$ cat config.mk
export PLATFORM = sky130hd
export DESIGN_NAME = tile_refresh_sched
export DESIGN_NICKNAME = d
export VERILOG_FILES = /design/src/rtl/tile_refresh_pkg.sv /design/src/rtl/trs_step_divider.sv /design/src/rtl/trs_tile_sweeper.sv /design/src/rtl/trs_line_expander.sv /design/src/rtl/tile_refresh_sched.sv
export SDC_FILE = /design/constraint.sdc
export NUM_CORES = 1
export LEC_CHECK = 0
export BUFFER_PORTS_ARGS = -buffer_cell sky130_fd_sc_hd__clkbuf_2
export CORE_MARGIN = 4
export CORE_UTILIZATION = 45
export CTS_BUF_LIST = sky130_fd_sc_hd__clkbuf_8
export DETAILED_ROUTE_END_ITERATION = 8
export PLACE_DENSITY = 0.64
export SLEW_MARGIN = 20
export SYNTH_ARGS = -nofsm -noshare
export SYNTH_HDL_FRONTEND = slang
export SYNTH_HIERARCHICAL = 1
export SYNTH_SLANG_ARGS = --single-unit
$ cat constraint.sdc
create_clock -name clk -period 6.3 [get_ports clk]
set_input_delay 0.945 -clock clk [delete_from_list [all_inputs] [get_ports clk]]
set_output_delay 0.945 -clock clk [all_outputs]
set_load 0.01 [all_outputs]
$ cat src/rtl/tile_refresh_pkg.sv
package tile_refresh_pkg;

    localparam int TR_NUM_TILES      = 16;
    localparam int TR_LINES_PER_TILE = 32;
    localparam int TR_CNT_W          = 6;
    localparam int TR_DIV_W          = 16;

    typedef enum logic [1:0] {
        SW_INIT,
        SW_IDLE,
        SW_RUN
    } sweep_state_e;

    // A stored period of zero would never expire; lift it to one step.
    function automatic logic [15:0] period_floor_one(input logic [15:0] raw);
        return (raw == 16'd0) ? 16'd1 : raw;
    endfunction

    function automatic logic [15:0] wrap_inc(input logic [15:0] v, input logic [15:0] last);
        return (v == last) ? 16'd0 : v + 16'd1;
    endfunction

endpackage

$ cat src/rtl/trs_step_divider.sv
module trs_step_divider #(
    parameter int DIV_W = 16
) (
    input  logic             clk,
    input  logic             rst,
    input  logic [DIV_W-1:0] div_cfg,
    output logic             step_tick
);
    logic [DIV_W-1:0] cnt_q;

    always_ff @(posedge clk) begin
        if (rst) begin
            cnt_q     <= '0;
            step_tick <= 1'b0;
        end else if (cnt_q >= div_cfg) begin
            cnt_q     <= '0;
            step_tick <= 1'b1;
        end else begin
            cnt_q     <= cnt_q + DIV_W'(1);
            step_tick <= 1'b0;
        end
    end

    // ticks are spaced by at least two cycles for any nonzero setting
    a_r2_tick_spaced: assert property (@(posedge clk) disable iff (rst)
        (step_tick && div_cfg != '0) |=> !step_tick);

endmodule

$ cat src/rtl/trs_tile_sweeper.sv
module trs_tile_sweeper
    import tile_refresh_pkg::*;
#(
    parameter int NUM_TILES = 16,
    parameter int CNT_W     = 6,
    parameter int TILE_W    = 4
) (
    input  logic              clk,
    input  logic              rst,
    input  logic              step_tick,
    input  logic              prof_we,
    input  logic [TILE_W-1:0] prof_addr,
    input  logic [CNT_W-1:0]  prof_data,
    output logic              exp_valid,
    output logic [TILE_W-1:0] exp_tile,
    output logic              overrun_err
);
    localparam logic [15:0] LAST_IDX = 16'(NUM_TILES - 1);

    logic [CNT_W-1:0]  prof_q [NUM_TILES];
    logic [CNT_W-1:0]  cnt_q  [NUM_TILES];
    sweep_state_e      st_q;
    logic [TILE_W-1:0] idx_q;
    logic [CNT_W-1:0]  reload_val;
    logic              idx_last;

    assign reload_val = CNT_W'(period_floor_one(16'(prof_q[idx_q])));
    assign idx_last   = (16'(idx_q) == LAST_IDX);

    always_ff @(posedge clk) begin
        if (rst) begin
            for (int i = 0; i < NUM_TILES; i++) begin
                prof_q[i] <= CNT_W'(1);
                cnt_q[i]  <= CNT_W'(1);
            end
            st_q        <= SW_INIT;
            idx_q       <= '0;
            exp_valid   <= 1'b0;
            exp_tile    <= '0;
            overrun_err <= 1'b0;
        end else begin
            exp_valid <= 1'b0;
            if (prof_we && (int'(prof_addr) < NUM_TILES))
                prof_q[prof_addr] <= prof_data;

            case (st_q)
                SW_INIT: begin
                    cnt_q[idx_q] <= reload_val;
                    idx_q        <= TILE_W'(wrap_inc(16'(idx_q), LAST_IDX));
                    if (idx_last) st_q <= SW_IDLE;
                end
                SW_IDLE: begin
                    if (step_tick) begin
                        st_q  <= SW_RUN;
                        idx_q <= '0;
                    end
                end
                SW_RUN: begin
                    if (step_tick) overrun_err <= 1'b1;
                    if (cnt_q[idx_q] <= CNT_W'(1)) begin
                        cnt_q[idx_q] <= reload_val;
                        exp_valid    <= 1'b1;
                        exp_tile     <= idx_q;
                    end else begin
                        cnt_q[idx_q] <= cnt_q[idx_q] - CNT_W'(1);
                    end
                    idx_q <= TILE_W'(wrap_inc(16'(idx_q), LAST_IDX));
                    if (idx_last) st_q <= SW_IDLE;
                end
                default: st_q <= SW_IDLE;
            endcase
        end
    end

    // once loaded, a visited counter is never zero
    a_r4_counter_live: assert property (@(posedge clk) disable iff (rst)
        (st_q == SW_RUN) |-> (cnt_q[idx_q] != '0));

    // overrun flag is sticky
    a_r8_overrun_sticky: assert property (@(posedge clk) disable iff (rst)
        overrun_err |=> overrun_err);

    // no expiry is produced while the init sweep runs
    a_r10_init_quiet: assert property (@(posedge clk) disable iff (rst)
        (st_q == SW_INIT) |=> !exp_valid);

endmodule

$ cat src/rtl/trs_line_expander.sv
module trs_line_expander
    import tile_refresh_pkg::*;
#(
    parameter int NUM_TILES = 16,
    parameter int TILE_W    = 4,
    parameter int OFF_W     = 5,
    parameter int LINE_W    = 9
) (
    input  logic              clk,
    input  logic              rst,
    input  logic              exp_valid,
    input  logic [TILE_W-1:0] exp_tile,
    output logic              req_valid,
    input  logic              req_ready,
    output logic [LINE_W-1:0] req_line,
    output logic              missed_err
);
    localparam logic [15:0] LAST_SLOT = 16'(NUM_TILES - 1);

    logic [TILE_W-1:0]    fifo_q [NUM_TILES];
    logic [TILE_W-1:0]    wr_ptr_q, rd_ptr_q;
    logic [TILE_W:0]      used_q;
    logic [NUM_TILES-1:0] pend_q;
    logic [OFF_W-1:0]     off_q;
    logic                 fire, pop, push, dup;
    logic [TILE_W-1:0]    head_tile;

    assign head_tile = fifo_q[rd_ptr_q];
    assign req_valid = (used_q != '0);
    assign req_line  = {head_tile, off_q};
    assign fire      = req_valid && req_ready;
    assign pop       = fire && (off_q == '1);
    assign dup       = exp_valid && pend_q[exp_tile];
    assign push      = exp_valid && !pend_q[exp_tile];

    always_ff @(posedge clk) begin
        if (rst) begin
            for (int i = 0; i < NUM_TILES; i++) fifo_q[i] <= '0;
            wr_ptr_q   <= '0;
            rd_ptr_q   <= '0;
            used_q     <= '0;
            pend_q     <= '0;
            off_q      <= '0;
            missed_err <= 1'b0;
        end else begin
            if (fire) off_q <= off_q + OFF_W'(1);
            if (pop) begin
                rd_ptr_q         <= TILE_W'(wrap_inc(16'(rd_ptr_q), LAST_SLOT));
                pend_q[head_tile] <= 1'b0;
            end
            if (push) begin
                fifo_q[wr_ptr_q] <= exp_tile;
                wr_ptr_q         <= TILE_W'(wrap_inc(16'(wr_ptr_q), LAST_SLOT));
                pend_q[exp_tile] <= 1'b1;
            end
            case ({push, pop})
                2'b10:   used_q <= used_q + (TILE_W+1)'(1);
                2'b01:   used_q <= used_q - (TILE_W+1)'(1);
                default: used_q <= used_q;
            endcase
            if (dup) missed_err <= 1'b1;
        end
    end

    // a stalled request holds
    a_r6_hold: assert property (@(posedge clk) disable iff (rst)
        (req_valid && !req_ready) |=> (req_valid && $stable(req_line)));

    // lines of one tile advance by one
    a_r6_ascend: assert property (@(posedge clk) disable iff (rst)
        (fire && (req_line[OFF_W-1:0] != '1)) |=>
        (req_valid && req_line == LINE_W'($past(req_line) + LINE_W'(1))));

    // duplicates never overfill the queue
    a_r9_no_overflow: assert property (@(posedge clk) disable iff (rst)
        push |-> (int'(used_q) < NUM_TILES || pop));

    // missed flag is sticky
    a_r9_missed_sticky: assert property (@(posedge clk) disable iff (rst)
        missed_err |=> missed_err);

endmodule

$ cat src/rtl/tile_refresh_sched.sv
module tile_refresh_sched
    import tile_refresh_pkg::*;
#(
    parameter int NUM_TILES      = TR_NUM_TILES,
    parameter int LINES_PER_TILE = TR_LINES_PER_TILE,
    parameter int CNT_W          = TR_CNT_W,
    parameter int DIV_W          = TR_DIV_W,
    localparam int TILE_W        = $clog2(NUM_TILES),
    localparam int OFF_W         = $clog2(LINES_PER_TILE),
    localparam int LINE_W        = TILE_W + OFF_W
) (
    input  logic              clk,
    input  logic              rst,
    input  logic [DIV_W-1:0]  div_cfg,
    input  logic              prof_we,
    input  logic [TILE_W-1:0] prof_addr,
    input  logic [CNT_W-1:0]  prof_data,
    output logic              req_valid,
    input  logic              req_ready,
    output logic [LINE_W-1:0] req_line,
    output logic              overrun_err,
    output logic              missed_err
);
    logic              step_tick;
    logic              exp_valid;
    logic [TILE_W-1:0] exp_tile;

    trs_step_divider #(.DIV_W(DIV_W)) u_div (
        .clk       (clk),
        .rst       (rst),
        .div_cfg   (div_cfg),
        .step_tick (step_tick)
    );

    trs_tile_sweeper #(
        .NUM_TILES (NUM_TILES),
        .CNT_W     (CNT_W),
        .TILE_W    (TILE_W)
    ) u_sweep (
        .clk         (clk),
        .rst         (rst),
        .step_tick   (step_tick),
        .prof_we     (prof_we),
        .prof_addr   (prof_addr),
        .prof_data   (prof_data),
        .exp_valid   (exp_valid),
        .exp_tile    (exp_tile),
        .overrun_err (overrun_err)
    );

    trs_line_expander #(
        .NUM_TILES (NUM_TILES),
        .TILE_W    (TILE_W),
        .OFF_W     (OFF_W),
        .LINE_W    (LINE_W)
    ) u_expand (
        .clk        (clk),
        .rst        (rst),
        .exp_valid  (exp_valid),
        .exp_tile   (exp_tile),
        .req_valid  (req_valid),
        .req_ready  (req_ready),
        .req_line   (req_line),
        .missed_err (missed_err)
    );

endmodule

; After elaboration in Yosys (flattened, before gate mapping)
; Memory sizes are Yosys's and may differ from the RTL's. A register that Yosys moved wholly into a read port is not among the register bits.
; Cells that the tools add are included.
[totals]
out_inout_bits = 12
inputBits = 30
latchBits = 0
register_bits = 64
wordCells = 122
mem_bits_ro = 0
ramBits = 256
n_memories = 3
[classes]
n_mux = 56
shift = 0
multipliers = 0
addsub = 8
bitwise = 5
div_mod_pow = 0
n_lt_le_gt_ge = 6
n_reduce_logical = 21
n_eq_ne = 10
[mem_list]
columns = memory, depth, word_bits, rd, rd_ports_with_merged_regs, wr, line_no
row1 = u_sweep.cnt_q, 16, 6, 1, 1, 16, trs_tile_sweeper.sv:21  ; logic [CNT_W-1:0] cnt_q [NUM_TILES];
row2 = u_sweep.prof_q, 16, 6, 1, 1, 16, trs_tile_sweeper.sv:20  ; logic [CNT_W-1:0] prof_q [NUM_TILES];
row3 = u_expand.fifo_q, 16, 4, 1, 1, 16, trs_line_expander.sv:20  ; logic [TILE_W-1:0] fifo_q [NUM_TILES];
[op_table]
columns = op, n
row1 = 2-to-1 mux 4 bit, 14
row2 = 2-to-1 mux 16 bit, 3
row3 = 2-to-1 mux 6 bit, 5
row4 = 2-to-1 mux 1 bit, 26
row5 = "adder 16 x 1 -> 16 bit, second input constant", 1
row6 = bitwise AND 16 bit, 1
row7 = greater-or-equal comparator 16 bit, 1
row8 = NOT 16 bit, 1
row9 = bitwise OR 16 bit, 1
row10 = "adder 4 x 1 -> 4 bit, second input constant", 3
row11 = "equality test 4 bit, second input constant", 3
row12 = OR reduction 6 bit, 2
row13 = "adder 5 x 1 -> 5 bit, second input constant", 2
row14 = "less-than comparator 4 x 5 -> 1 bit, second input constant", 2
row15 = one-hot mux 5 bit (2 select lines), 1
row16 = demux 1 bit (select 4 bit), 2
row17 = "greater-or-equal comparator 4 x 1 -> 1 bit, second input constant", 2
row18 = one-hot mux 4 bit (2 select lines), 1
row19 = AND reduction 2 bit, 4
row20 = "<= comparator 6 x 1 -> 1 bit, second input constant", 1
row21 = logical AND 1 bit, 6
row22 = zero test 6 bit, 1
row23 = "subtractor 6 x 1 -> 6 bit, second input constant", 1
row24 = "equality test 5 bit, second input constant", 1
row25 = other kinds (15), 21

; Depth between registers and ports, before layout
[depth]
depth_word = 10
depth_mapped = 15
depth_no_buf = 14

; Cells and area by module
; Netlist, hierarchy kept.
[modules_own_cells]
columns = module, cells_each, instances, area_per_inst_um2, seq_area_each_um2
row1 = trs_tile_sweeper, 710, 1, 9851.9, 6085.8
row2 = trs_line_expander, 441, 1, 5138.7, 2702.6
row3 = trs_step_divider, 136, 1, 1141.1, 340.3

; Least setup slack after synthesis
; OpenSTA, ideal clock, no wires.
[synth_path]
path_kind = register to register
from = reg with a tool-made name
to = mem u_sweep.cnt_q[1][1] (data pin)
n_path_buf = 3
arrival_ns = 3.208
path_stages_with_launch = 15
setup_ns = 0.261
path_slack_ns = 2.831
period_less_slack_ns = 3.469
t_required_ns = 6.039
cell_sequence = dfxtp_1 -> buf_4 -> buf_2 -> mux4_2 -> a22oi_1 -> nand2_1 -> inv_1 -> ha_1 -> nor2_1 -> nor2b_1 -> a22oi_2 -> o41ai_4 -> mux2i_1 -> buf_4 -> nor2_1
[synth_rtl]
columns = item, line_no
row1 = "end, declared", trs_tile_sweeper.sv:21

==> run metrics <==
Synth area leaders edfxtp_1 48%, mux4_2 9.4%, dfxtp_1 8.9%; H-tree depth 2; Max FO, Critical Path 13; post-CTS sizing 0; Clock Tree Root clkbuf_8; Int Power 3.515 mW; Worst Clk Skew 0.03418 ns; post-CTS setup buffer count 0; Worst Hold Launch u_sweep/overrun_err$_SDFFE_PP0P_; slowest CP cell dfxtp_1; Critical path buffers and inverters 2; worst min path class flip-flop to flip-flop; antenna viol nets, final 0; HPWL Detailed 24.91 mm; reg-to-reg slack, setup 2.28 ns; status complete, no violations; Overall Global Routing Usage 18.50%; area leader, netlist edfxtp_1; Antenna diodes 0; worst hold path depth 2; crit path cell chain mux4_2 -> a22oi_1 -> and3_1 -> clkinv_1 -> clkbuf_2; Worst EP required 5.35 ns; first-pass GRT wire length 57.29 mm; Num CTS Buffers 54; Post-Route WL 36.30 mm; Worst VDD drop 0.0002946 V; Yosys reg bits 328; Worst-Margin Slew 1.094 ns; Synth top area share 47.65%; Mapped Nets 1351; row count 69; CP Depth 5; CTS tree built; Syn. warnings 6; layout cell share with drive strength beyond 1 18.16%; crit path kind flip-flop to output pin; CTS clock-pin slew for the worst setup and hold paths 0.07 ns; die height 197.3 um; worst relative slew slack 26.93%; syn_area_per_cell 12.53 um2; # DRC 0; final-report hold violation count 0; most instantiated library cell after synthesis edfxtp_1; post-route clock period utilization 67.35%; DRT iter0 DRCs 879; Async SR Flop Fraction 0%; WHS Endpoint u_sweep/overrun_err$_SDFFE_PP0P_; RR Endpoint u_sweep/cnt_q[4][0]$_SDFFCE_PN1P_; critical path's top delay family flip-flops; Pleak 6.276 nW; Core Footprint 0.03548 mm2; GP Congestion 0.9076; Vias 10341; Net Sw Frac 24.52%; max-cap violations 0; CP endpoint kind output pin; Vias/cell 5.660; number of nets in the layout 1389; Reg power frac 52.7%; clk sinks 328; antenna violations before repair 0; GR Overflow Total 0; Worst-Skew Late Latency 0.59 ns; Syn-to-layout area delta 9.866%; synth unique cells 75; post-layout util 49.95%; Worst Reg-to-Reg Cells 11; hold_buf cts 0; number of global-route vias before repair 10481; Fmax 0.2357 GHz; sw power 1.142 mW; post-synthesis sequential area ratio 56.59%; largest net degree at the start of global routing 49; Cell Area, Placed 0.01668 mm2; Total Neg Setup Slack 0 ns; CP Data Arrival Time 3.30 ns; minimum clock period 4.243 ns; critical path startpoint category flip-flop; Die X-Extent 197.3 um; Post-Syn Instances 1287; Power Density 262.8 mW/mm2; Post-synth EDFFs 256; CP max stage delay 0.80 ns; ys flop type edfxtp_1; mapped cell area 0.01613 mm2; PortBufs 41; Initial Util 45.46%; die area 0.03894 mm2; Max clock buf depth 3; Pins Over Slew Limit 0; Comb pwr share 8.7%; final instance area 0.01772 mm2; Clock power frac 38.5%; unrepaired setup endpoints after global routing no; Routed wire per std cell 19.87 um; First-pass DRT Iterations 5; top cells by count, synth 256 x edfxtp_1, 150 x and2_1, 90 x nor2_1; endpoints failing setup 0; io pins 42
==> power by group through the flow <==
| stage | clock network, mW | registers [mW] | logic [mW] |
|---|---|---|---|
| 2_1_floorplan | 0 | 2.47 | 0.307 |
| 3_3_place_gp | 0 | 2.50 | 0.398 |
| 3_5_place_dp | 0 | 2.50 | 0.404 |
| 4_1_cts | 1.84 | 2.46 | 0.406 |
| 5_1_grt | 1.93 | 2.46 | 0.442 |
| 6_report | 1.79 | 2.46 | 0.407 |
==> worst reg2reg max path: stages, from the launching register on <==
cell and delay [ns]:
dfxtp_1 0.61, nor2b_1 0.60, a22oi_1 0.20, nand2_1 0.20
inv_1 0.09, ha_1 0.21, nor2_1 0.19, nor2b_1 0.10
a22oi_2 0.39, o41ai_4 0.13, nor2_1 0.84, o21bai_1 0.20
==> layout by cell type (no fill, tap or decap), types with 8 or more instances in the layout <==
cell / count
nor2b_1: 12
nor2_1: 90
o32ai_1: 9
nor4_1: 17
xnor2_1: 14
edfxtp_1: 256
nand2b_1: 28
nor3_1: 73
mux4_2: 67
mux2i_1: 21
dfxtp_1: 70
ha_1: 34
clkbuf_8: 60
a21oi_1: 26
inv_1: 62
o21ai_0: 26
o21bai_1: 16
clkbuf_2: 41
a22oi_1: 17
and2_1: 150
or3_1: 20
clkinv_1: 13
nor2_2: 8
clkinv_2: 8
buf_4: 11
xor2_1: 8
nand3_1: 36
or2_2: 19
nand2_1: 53
==> kinds of logic after synthesis <==
family,synth area share (%)
AND/OR/NAND/NOR,18.62
flip-flops,56.59
AO/OA/AOI/OAI,6.833
buffers and inverters,3.304
multiplexers,10.82
adder cells (fa/ha/maj),2.637
XOR/XNOR,1.194
==> area by class of cell <==
type	count	area [um2]
Clock inverter	37	212.7
Multi-Input combinational cell	838	6481
Sequential cell	328	9131
Tap cell	461	576.8
Inverter	50	187.7
Timing Repair Buffer	53	307.8
Fill cell	3088	17760
Clock buffer	60	825.8
==> registers in the layout, summed over array words and instances (netlist names), 5 cells and up, named ones only <==
register         cells
u_sweep/prof_q      96
u_expand/used_q      5
u_expand/pend_q     16
u_expand/off_q       5
u_div/cnt_q         16
u_sweep/cnt_q       96
u_expand/fifo_q     64
==> how the worst max path moves through the flow <==
stage / end / slack (ns) / from
after global placement: u_sweep/cnt_q[9][0]$_SDFFCE_PN1P_ / 2.36 / flip-flop
after global routing: req_line[8] / 1.84 / flip-flop
final: req_line[8] / 2.06 / flip-flop
after detailed placement: u_sweep/cnt_q[8][0]$_SDFFCE_PN1P_ / 2.27 / flip-flop
after CTS: req_line[8] / 2.01 / flip-flop
after floorplan: u_sweep/cnt_q[1][1]$_SDFFCE_PN0P_ / 2.83 / flip-flop
==> metrics by stage <==
stage,power (mW),setup slack (ns),instances,hold WS (ns)
6_report,4.657,2.057,1827,0.4724
5_1_grt,4.838,1.843,1827,0.5076
4_1_cts,4.705,2.006,1827,0.4781
3_5_place_dp,2.904,2.269,1730,0.4643
3_3_place_gp,2.896,2.360,1730,0.4549
2_1_floorplan,2.778,2.831,1287,0.4467
==> per-layer routing <==
layer  vias up  wire length (um)  track usage [%]
li1       4866                 -                -
met1      5127             16170            25.58
met2       266             17300            30.00
met3        82              1791            3.002
met4         0              1038            6.343
met5         -                 0                0
Note: power is estimated with default switching activity, not from simulation.
